==> src/rtl/defsq_pkg.sv <==
package defsq_pkg;
  // Strobes issued by the control to the datapath
  typedef struct packed {
    logic loadEn;   // capture the combinational square into the output register
  } sqStrobes_t;
endpackage

==> src/rtl/defsq_inner.sv <==
// Column-wise (vertical and crosswise) squarer of an M-bit deficiency.
module defsq_inner #(
  parameter int M = 7
) (
  input  logic [M-1:0]   defic,
  output logic [2*M-1:0] dsq
);
  localparam int PW = 2 * M;
  localparam int CW = $clog2(M + 1);

  logic [CW-1:0] colSum;
  logic [PW-1:0] acc;

  always_comb begin
    acc = '0;
    for (int k = 0; k < 2 * M - 1; k++) begin
      colSum = '0;
      for (int i = 0; i < M; i++) begin
        if ((k - i) >= 0 && (k - i) < M)
          colSum = colSum + CW'(defic[i] & defic[k - i]);
      end
      acc = acc + (PW'(colSum) << k);
    end
  end

  assign dsq = acc;
endmodule

==> src/rtl/defsq_datapath.sv <==
module defsq_datapath
  import defsq_pkg::*;
#(
  parameter int N       = 8,
  parameter bit REG_OUT = 1'b1
) (
  input  logic           clk,
  input  logic           rstN,
  input  logic           inValid,
  input  sqStrobes_t     strobes,
  input  logic [N-1:0]   operand,
  output logic [2*N-1:0] square
);
  localparam int M  = N - 1;     // deficiency width
  localparam int UW = N + 1;     // upper result width
  localparam int SW = M + 2;     // signed difference width

  logic            msb;
  logic [M-1:0]    lowBits;
  logic [M-1:0]    defic;
  logic [2*M-1:0]  dsq;
  logic [M-1:0]    carryW;
  logic [UW-1:0]   upperAdd;
  logic [UW-1:0]   upperSub;
  logic signed [SW-1:0] diffY;
  logic [SW-1:0]   diffMag;
  logic [UW-1:0]   upper;
  logic [2*N-1:0]  sqComb;

  assign msb     = operand[N-1];
  assign lowBits = operand[M-1:0];

  // Deficiency: low bits above the base, or the wrapped complement below it
  assign defic = msb ? lowBits : (~lowBits + M'(1));

  defsq_inner #(.M(M)) inner_i (
    .defic (defic),
    .dsq   (dsq)
  );

  assign carryW = dsq[2*M-1:M];

  // Set-MSB path: operand + deficiency + carry word
  assign upperAdd = UW'(operand) + UW'(defic) + UW'(carryW);

  // Clear-MSB path: difference of low bits and deficiency, sign picks add or subtract
  assign diffY   = $signed({2'b00, lowBits}) - $signed({2'b00, defic});
  assign diffMag = diffY[SW-1] ? SW'(-diffY) : SW'(diffY);
  assign upperSub = diffY[SW-1] ? (UW'(carryW) - UW'(diffMag[M-1:0]))
                                : (UW'(carryW) + UW'(diffMag[M-1:0]));

  assign upper  = msb ? upperAdd : upperSub;
  assign sqComb = {upper, dsq[M-1:0]};

  assert_parity_R11: assert property (@(posedge clk) disable iff (!rstN)
    inValid |-> (sqComb[0] == operand[0]) && (sqComb[1] == 1'b0));

  assert_mode2_narrow_R3: assert property (@(posedge clk) disable iff (!rstN)
    (inValid && !operand[N-1]) |-> (sqComb[2*N-1:2*N-2] == 2'b00));

  assert_mode1_floor_R2: assert property (@(posedge clk) disable iff (!rstN)
    (inValid && operand[N-1]) |-> (sqComb[2*N-1:2*N-2] != 2'b00));

  assert_zero_in_zero_out_R4: assert property (@(posedge clk) disable iff (!rstN)
    (inValid && operand == '0) |-> (sqComb == '0));

  generate
    if (REG_OUT) begin : g_reg
      logic [2*N-1:0] sqReg;
      always_ff @(posedge clk) begin
        if (!rstN)               sqReg <= '0;
        else if (strobes.loadEn) sqReg <= sqComb;
      end
      assign square = sqReg;

      assert_hold_R10: assert property (@(posedge clk) disable iff (!rstN)
        !strobes.loadEn |=> $stable(sqReg));
    end else begin : g_comb
      assign square = sqComb;
    end
  endgenerate
endmodule

==> src/rtl/defsq_control.sv <==
module defsq_control
  import defsq_pkg::*;
#(
  parameter bit REG_OUT = 1'b1
) (
  input  logic       clk,
  input  logic       rstN,
  input  logic       inValid,
  output sqStrobes_t strobes,
  output logic       outValid
);
  assign strobes.loadEn = inValid;

  generate
    if (REG_OUT) begin : g_reg
      logic validQ;
      always_ff @(posedge clk) begin
        if (!rstN) validQ <= 1'b0;
        else       validQ <= inValid;
      end
      assign outValid = validQ;

      assert_valid_follows_R8: assert property (@(posedge clk) disable iff (!rstN)
        inValid |=> outValid);
      assert_valid_drops_R8: assert property (@(posedge clk) disable iff (!rstN)
        !inValid |=> !outValid);
    end else begin : g_comb
      assign outValid = inValid;
    end
  endgenerate
endmodule

==> src/rtl/deficiency_squarer.sv <==
module deficiency_squarer
  import defsq_pkg::*;
#(
  parameter int N       = 8,
  parameter bit REG_OUT = 1'b1
) (
  input  logic           clk,
  input  logic           rstN,
  input  logic           inValid,
  input  logic [N-1:0]   operand,
  output logic           outValid,
  output logic [2*N-1:0] square
);
  sqStrobes_t strobes;

  defsq_control #(.REG_OUT(REG_OUT)) ctrl_i (
    .clk      (clk),
    .rstN     (rstN),
    .inValid  (inValid),
    .strobes  (strobes),
    .outValid (outValid)
  );

  defsq_datapath #(.N(N), .REG_OUT(REG_OUT)) dp_i (
    .clk     (clk),
    .rstN    (rstN),
    .inValid (inValid),
    .strobes (strobes),
    .operand (operand),
    .square  (square)
  );
endmodule

==> config.mk <==
export PLATFORM = sky130hd
export DESIGN_NAME = deficiency_squarer
export DESIGN_NICKNAME = d
export VERILOG_FILES = /design/src/rtl/defsq_pkg.sv /design/src/rtl/defsq_inner.sv /design/src/rtl/defsq_datapath.sv /design/src/rtl/defsq_control.sv /design/src/rtl/deficiency_squarer.sv
export SDC_FILE = /design/constraint.sdc
export NUM_CORES = 1
export LEC_CHECK = 0
export ABC_AREA = 1
export CAP_MARGIN = 20
export CORE_MARGIN = 1
export CORE_UTILIZATION = 54
export DETAILED_ROUTE_END_ITERATION = 16
export GPL_TIMING_DRIVEN = 0
export PLACE_DENSITY = 0.78
export SETUP_SLACK_MARGIN = 0.1
export SYNTH_ARGS = -nofsm -noshare
export SYNTH_HDL_FRONTEND = slang
export SYNTH_SLANG_ARGS = --single-unit
==> constraint.sdc <==
create_clock -name clk -period 7.45 [get_ports clk]
set_input_delay 2.235 -clock clk [delete_from_list [all_inputs] [get_ports clk]]
set_output_delay 2.235 -clock clk [all_outputs]
set_load 0.1 [all_outputs]
==> Word level (Yosys, flattened, before mapping) <==
Index checks and enable logic that the tools add are counted.
{ "word_totals": {"regBits": 17, "word_cells": 90} }
{ "classes": {"add_sub_neg": 55, "mux": 4, "bitwise": 29} }
{ "ops": {"columns": ["op", "n"], "rows": [
  ["$add 3x1->3", 23],
  ["$add 3x3->3", 12],
  ["$add 14x14->14", 2],
  ["$and 1x1->1", 28],
  ["$mux 9", 2],
  ["$add 7x7->8", 2],
  ["$sub 7x7->8", 2],
  ["$add 14x13->14", 1],
  ["$mux 7", 2],
  ["$add 12x12->13", 1],
  ["$add 11x11->12", 1],
  ["$add 10x10->11", 1],
  ["$add 9x9->10", 1],
  ["$add 8x7->9", 1],
  ["$add 8x8->9", 1],
  ["$add 9x7->9", 1],
  ["$add 6x6->7", 1],
  ["$add 7x1->7 const B", 1],
  ["$neg 7->7", 1],
  ["$not 7->7", 1],
  ["$add 4x5->6", 1],
  ["$add 3x3->4", 1],
  ["$add 1x1->2", 1]
]} }

==> Longest topological paths before layout <==
{ "logic_depth": {"word_depth": 20, "ltp_mapped": 33} }

==> By module <==
From an unflattened synthesis, not the netlist that was laid out.
{ "hier_totals": {"hier_cells": 526, "hier_area_um2": 3398.3} }
{ "modules_own_cells": {"columns": ["mod", "cells_per_inst", "area_per_inst_um2", "instances"], "rows": [
  ["defsq_datapath", 380, 2467.4, 1],
  ["defsq_inner", 142, 895.9, 1],
  ["defsq_control", 4, 35.0, 1]
]} }

==> Least setup slack after synthesis <==
Ideal clock, no wire load.
{ "synth_timing": {"kind": "input to register", "start": "input port operand[1]", "end": "register dp_i.g_reg.sqReg[14] (netlist: dp_i.square[14])", "n_path_buf": 0, "t_arrival_ps": 7785, "required_ps": 7383, "cell_stages": 32, "setup_ps": 67, "setup_slack_ps": -401, "cell_sequence": "inv_1 -> ha_1 -> nand2_1 -> o31ai_1 -> or2_2 -> nand2_1 -> inv_1 -> nor2_1 -> fa_1 -> inv_1 -> fa_1 -> inv_1 -> ha_1 -> nand2_1 -> inv_1 -> nand3_1 -> o211ai_1 -> a21oi_1 -> fa_1 -> inv_1 -> fa_1 -> xnor2_1 -> fa_1 -> ha_1 -> nand2_1 -> inv_1 -> nand4_1 -> nand3_1 -> nand2_1 -> nand3_1 -> nand3_1 -> a21oi_2"} }
{ "synth_between": {"elab_chain_cells": 20, "elab_cells_between_ends": 87} }
{ "synth_lines": {"columns": ["item", "line", "rtl"], "rows": [
  ["from (decl)", "deficiency_squarer.sv:10", "input logic [N-1:0] operand,"],
  ["$not 7->7", "defsq_datapath.sv:34", "assign defic = msb ? lowBits : (~lowBits + M'(1));"],
  ["$add 7x1->7", "defsq_datapath.sv:34", null],
  ["$mux 7", "defsq_datapath.sv:34", null],
  ["$and 1x1->1", "defsq_inner.sv:20", "colSum = colSum + CW'(defic[i] & defic[k - i]);"],
  ["$add 3x1->3 (tied with other cells) (2 in a row)", "defsq_inner.sv:20", null],
  ["$add 4x5->6 or $add 3x1->3 (tied branches)", "defsq_inner.sv:22, defsq_inner.sv:20", null],
  ["$add 6x6->7 or $add 3x1->3 (tied branches)", "defsq_inner.sv:22, defsq_inner.sv:20", null],
  ["$add 7x7->8 or $add 3x1->3 (tied branches)", "defsq_inner.sv:22, defsq_inner.sv:20", null],
  ["[... 2 more ...]", null, null],
  ["$add 10x10->11", "defsq_inner.sv:22", "acc = acc + (PW'(colSum) << k);"],
  ["$add 11x11->12", "defsq_inner.sv:22", null],
  ["$add 12x12->13", "defsq_inner.sv:22", null],
  ["$add 14x13->14", "defsq_inner.sv:22", null],
  ["$add 14x14->14 (2 in a row)", "defsq_inner.sv:22", null],
  ["$add 7x7->8 or $sub 7x7->8 (tied branches)", "defsq_datapath.sv:50, defsq_datapath.sv:49", null],
  ["$mux 9", "defsq_datapath.sv:49", "assign upperSub = diffY[SW-1] ? (UW'(carryW) - UW'(diffMag[M-1:0]))"],
  ["$mux 9 (*)", "defsq_datapath.sv:52", "assign upper = msb ? upperAdd : upperSub;"],
  ["to (signal assigned)", "defsq_datapath.sv:72", "else if (strobes.loadEn) sqReg <= sqComb;"],
  ["to (decl)", "defsq_datapath.sv:69", "logic [2*N-1:0] sqReg;"]
]} }
Mark *: on every way between the ends. The rest lies on a longest branch, timed or not.
A chain may end at the register's enable or synchronous reset.

==> Worst setup path in the final report <==
{ "layout_timing": {"start": "input port operand[7]", "end": "register dp_i.g_reg.sqReg[14] (netlist: dp_i.square[14])"} }
{ "layout_between": {"elab_chain_cells": 18, "elab_cells_between_ends": 86} }
{ "layout_lines": {"columns": ["item", "line"], "rows": [
  ["$mux 7", "defsq_datapath.sv:34"],
  ["$and 1x1->1", "defsq_inner.sv:20"],
  ["$add 3x1->3 (tied with other cells) (2 in a row)", "defsq_inner.sv:20"],
  ["$add 4x5->6 or $add 3x1->3 (tied branches)", "defsq_inner.sv:22, defsq_inner.sv:20"],
  ["$add 6x6->7 or $add 3x1->3 (tied branches)", "defsq_inner.sv:22, defsq_inner.sv:20"],
  ["$add 7x7->8 or $add 3x1->3 (tied branches)", "defsq_inner.sv:22, defsq_inner.sv:20"],
  ["$add 8x8->9 or $add 3x1->3 (tied branches)", "defsq_inner.sv:22, defsq_inner.sv:20"],
  ["$add 9x9->10", "defsq_inner.sv:22"],
  ["$add 10x10->11", "defsq_inner.sv:22"],
  ["$add 11x11->12", "defsq_inner.sv:22"],
  ["$add 12x12->13", "defsq_inner.sv:22"],
  ["$add 14x13->14", "defsq_inner.sv:22"],
  ["$add 14x14->14 (2 in a row)", "defsq_inner.sv:22"],
  ["$add 7x7->8 or $sub 7x7->8 (tied branches)", "defsq_datapath.sv:50, defsq_datapath.sv:49"],
  ["$mux 9", "defsq_datapath.sv:49"],
  ["$mux 9 (*)", "defsq_datapath.sv:52"]
]} }
Marks and branches as above.

==> summary.txt <==
Most common cell after layout, fill and taps aside: nand2_1
Area growth from synthesis to layout: 33.4%
Cell type with the highest occurrence count on the critical path: nand2_1
Clock tree skew after final layout: 0 ns
Total Routed Length: 9060 µm
Path type of the worst min-delay path: reg -> reg
Count of TritonRoute iterations in the first routing pass: 4
IR drop worst, VDD: 0.222 mV
CTS buffer count: 3
Fraction of layout cells with a size suffix above 1: 26.1%
Critical path data required time: 7.64 ns
FP Rows: 27
Setup tns final: -0.463 ns
Number of levels in the clock H-tree: 1
Data arrival time of the critical path: 7.81 ns
Estimated wirelength of the detail-placed design: 6270 µm
YS warnings: 0
Placer Congestion: 0.877
Result of the run: finished with violations
Effective utilization at floorplan: 57.3%
Critical Path Max Stage Delay: 0.60 ns
Initial detailed-routing violation count: 193
Global-route congestion overflow total: 0
Startpoint type of the worst setup path: input port
Maximum capacitance violations: 0
LEAKAGE: 2.26 nW
Synth Area in Simple Gates: 28.8%
Count of unique library cells instantiated by Yosys: 39
Setup repair after global routing missed its margin: true
Maximum number of pins on one net before global-route repair: 11
Leading cell types in the layout, fill and taps excluded: 108 x nand2_1, 70 x inv_1, 39 x ha_1, 39 x buf_4
Maximum achievable frequency: 131 MHz
Standard cell with the maximum stage delay on the critical path: fa_2
Largest fanout on the critical path: 5
Final Max Tran Viols: 0
Worst Setup Slack, final: -0.173 ns
Number of hold violations in the final report: 0
Root Buffer: clkbuf_8
Via count of the first global-routing pass: 3,413
Number of antenna violations at the first check in global routing: 0
Tightest Pin Transition: 0.971 ns
Clock tree sinks: 16
Area of the die: 6260 µm²
Area of the mapped netlist: 3210 µm²
Synth Area in Compound Gates: 11.1%
Crit end category: flop
Share of cell area taken by muxes after synthesis: 0%
Clock slew at reported path FFs: 0.06 ns
Fill cell count: 401
Total global routing track utilization: 29.7%
Number of port buffers: 26
Boundary pin count: 28
Power per Cell Area: 356 nW/µm²
Setup Viol. Count Final: 4
Clk_lat worst skew: 0.25 ns
Routed length per instance: 14.5 µm
Sequential-to-total area share from yosys stat: 9.98%
Maximum clock path buffer count: 2
Number of storage elements in the synthesis netlist: 16
Syn nets: 563
Floorplan core area: 5610 µm²
Die height: 79.1 µm
Setup Crit Path Kind: in -> reg
Total via count after detailed routing: 3,349
Pre-CTS setup slack: -1.34 ns
CTS tree: done
Post-layout net count: 632
Post-detailed-route DRC marker count: 0
Main combinational cell family by area after synthesis: adder cells
Headroom to the max-slew limit: 35.1%
Adder and majority cell fraction of the synthesized area: 30.5%
Syn_area_per_cell: 6.63 µm²
Mapped Cells: 484
DR vias/cell: 5.37
Violated checks: negative setup slack
Ratio of final minimum period to clock period: 102%
Xor/xnor share of the synthesized area: 6.90%
Remaining antenna violation count: 0
Count of antenna diodes in the layout: 0
Width of the chip: 79.1 µm
Final critical-path required period: 7.62 ns
Wire length of the first global-routing pass: 14,700 µm
==> worst paths after layout <==
| check | cells past startpoint | to | start | slack [ns] |
|---|---|---|---|---|
| setup / recovery | 31 | dp_i.square[14] | operand[7] | -0.17 |
| hold reg to reg | 2 | dp_i.square[9] | dp_i.square[9] | 0.48 |
| hold / removal | 2 | dp_i.square[9] | dp_i.square[9] | 0.48 |
| setup reg to reg | 2 | dp_i.square[0] | dp_i.square[0] | 6.76 |
==> cells in the mapped netlist (all sizes together) <==
library cell,number,area [µm²]
conb,1,3.75
nor2,34,130
xor2,18,180
o21bai,3,22.5
xnor2,3,41.3
ha,51,638
buf,8,47.5
nand4,9,56.3
and2,1,6.26
a21oi,35,190
inv,93,349
o21ai,22,114
dfxtp,16,320
o21a,1,7.51
o31ai,1,7.51
nand3b,3,35.0
clkbuf,2,7.51
nand3,36,190
nand2,120,458
fa,17,340
nor3,2,10.0
nor4,1,6.26
or2,5,33.8
o211ai,2,15.0
==> power breakdown <==
group	switching (mW)	internal [mW]	total (mW)
Combinational	0.832	0.502	1.33
Clock	0.0302	0.0469	0.0771
Sequential	0.00884	0.103	0.112
==> logic make-up after synthesis <==
logic type	Yosys count
flip-flops	16
adder cells (fa/ha/maj)	68
XOR/XNOR	21
buffers and inverters	103
other	1
AND/OR/NAND/NOR	211
AO/OA/AOI/OAI	64
==> flip-flops by register name, summed over array words and instances (netlist names) <==
| name | flops |
|---|---|
| ctrl_i.outValid | 1 |
| dp_i.square | 15 |
==> layout make-up <==
cell class,instances,area [µm²],share of cell area [%]
plain buffers,10,61.3,1.43
clock buffers,4,55.1,1.29
inverters,93,364,8.50
multi-input cells,365,2840,66.3
flip-flops and latches,16,320,7.48
well taps,72,90.1,2.10
repair buffers,64,551,12.9
==> stage by stage <==
stage               instance area, µm²  power, mW  cells  utilization, %  hold WS (ns)
detailed placement                3680       1.28    582            65.6         0.468
global placement                  3680       1.25    582            65.6         0.465
CTS                               4130       1.43    613            73.6         0.476
floorplan                         3330       1.04    484               -         0.909
finish                            4280       1.52    624            76.3         0.476
global route                      4280       1.69    624            76.3         0.494
==> timing repair <==
action,CTS,global route
endpoints found under the setup margin,7,6
pin swaps,30,14
hold buffers,0,0
gates resized for setup,66,27
setup buffers,27,11
==> metal layers <==
layer | routed length, µm | vias up | GRT usage, %
met5 | 0 | - | 0
met4 | 267 | 0 | 8.00
met3 | 304 | 25 | 2.87
met2 | 4710 | 96 | 56.6
met1 | 3780 | 1572 | 34.8
li1 | - | 1656 | -
==> critical path: cells and delay by family <==
family	cells	cell delay, ns
compound gates	3	0.43
xor+xnor	1	0.21
fa+ha+maj	8	3.08
buf+inv	7	0.89
simple gates	12	0.95
No activity file was read; power rests on OpenSTA's default activity.
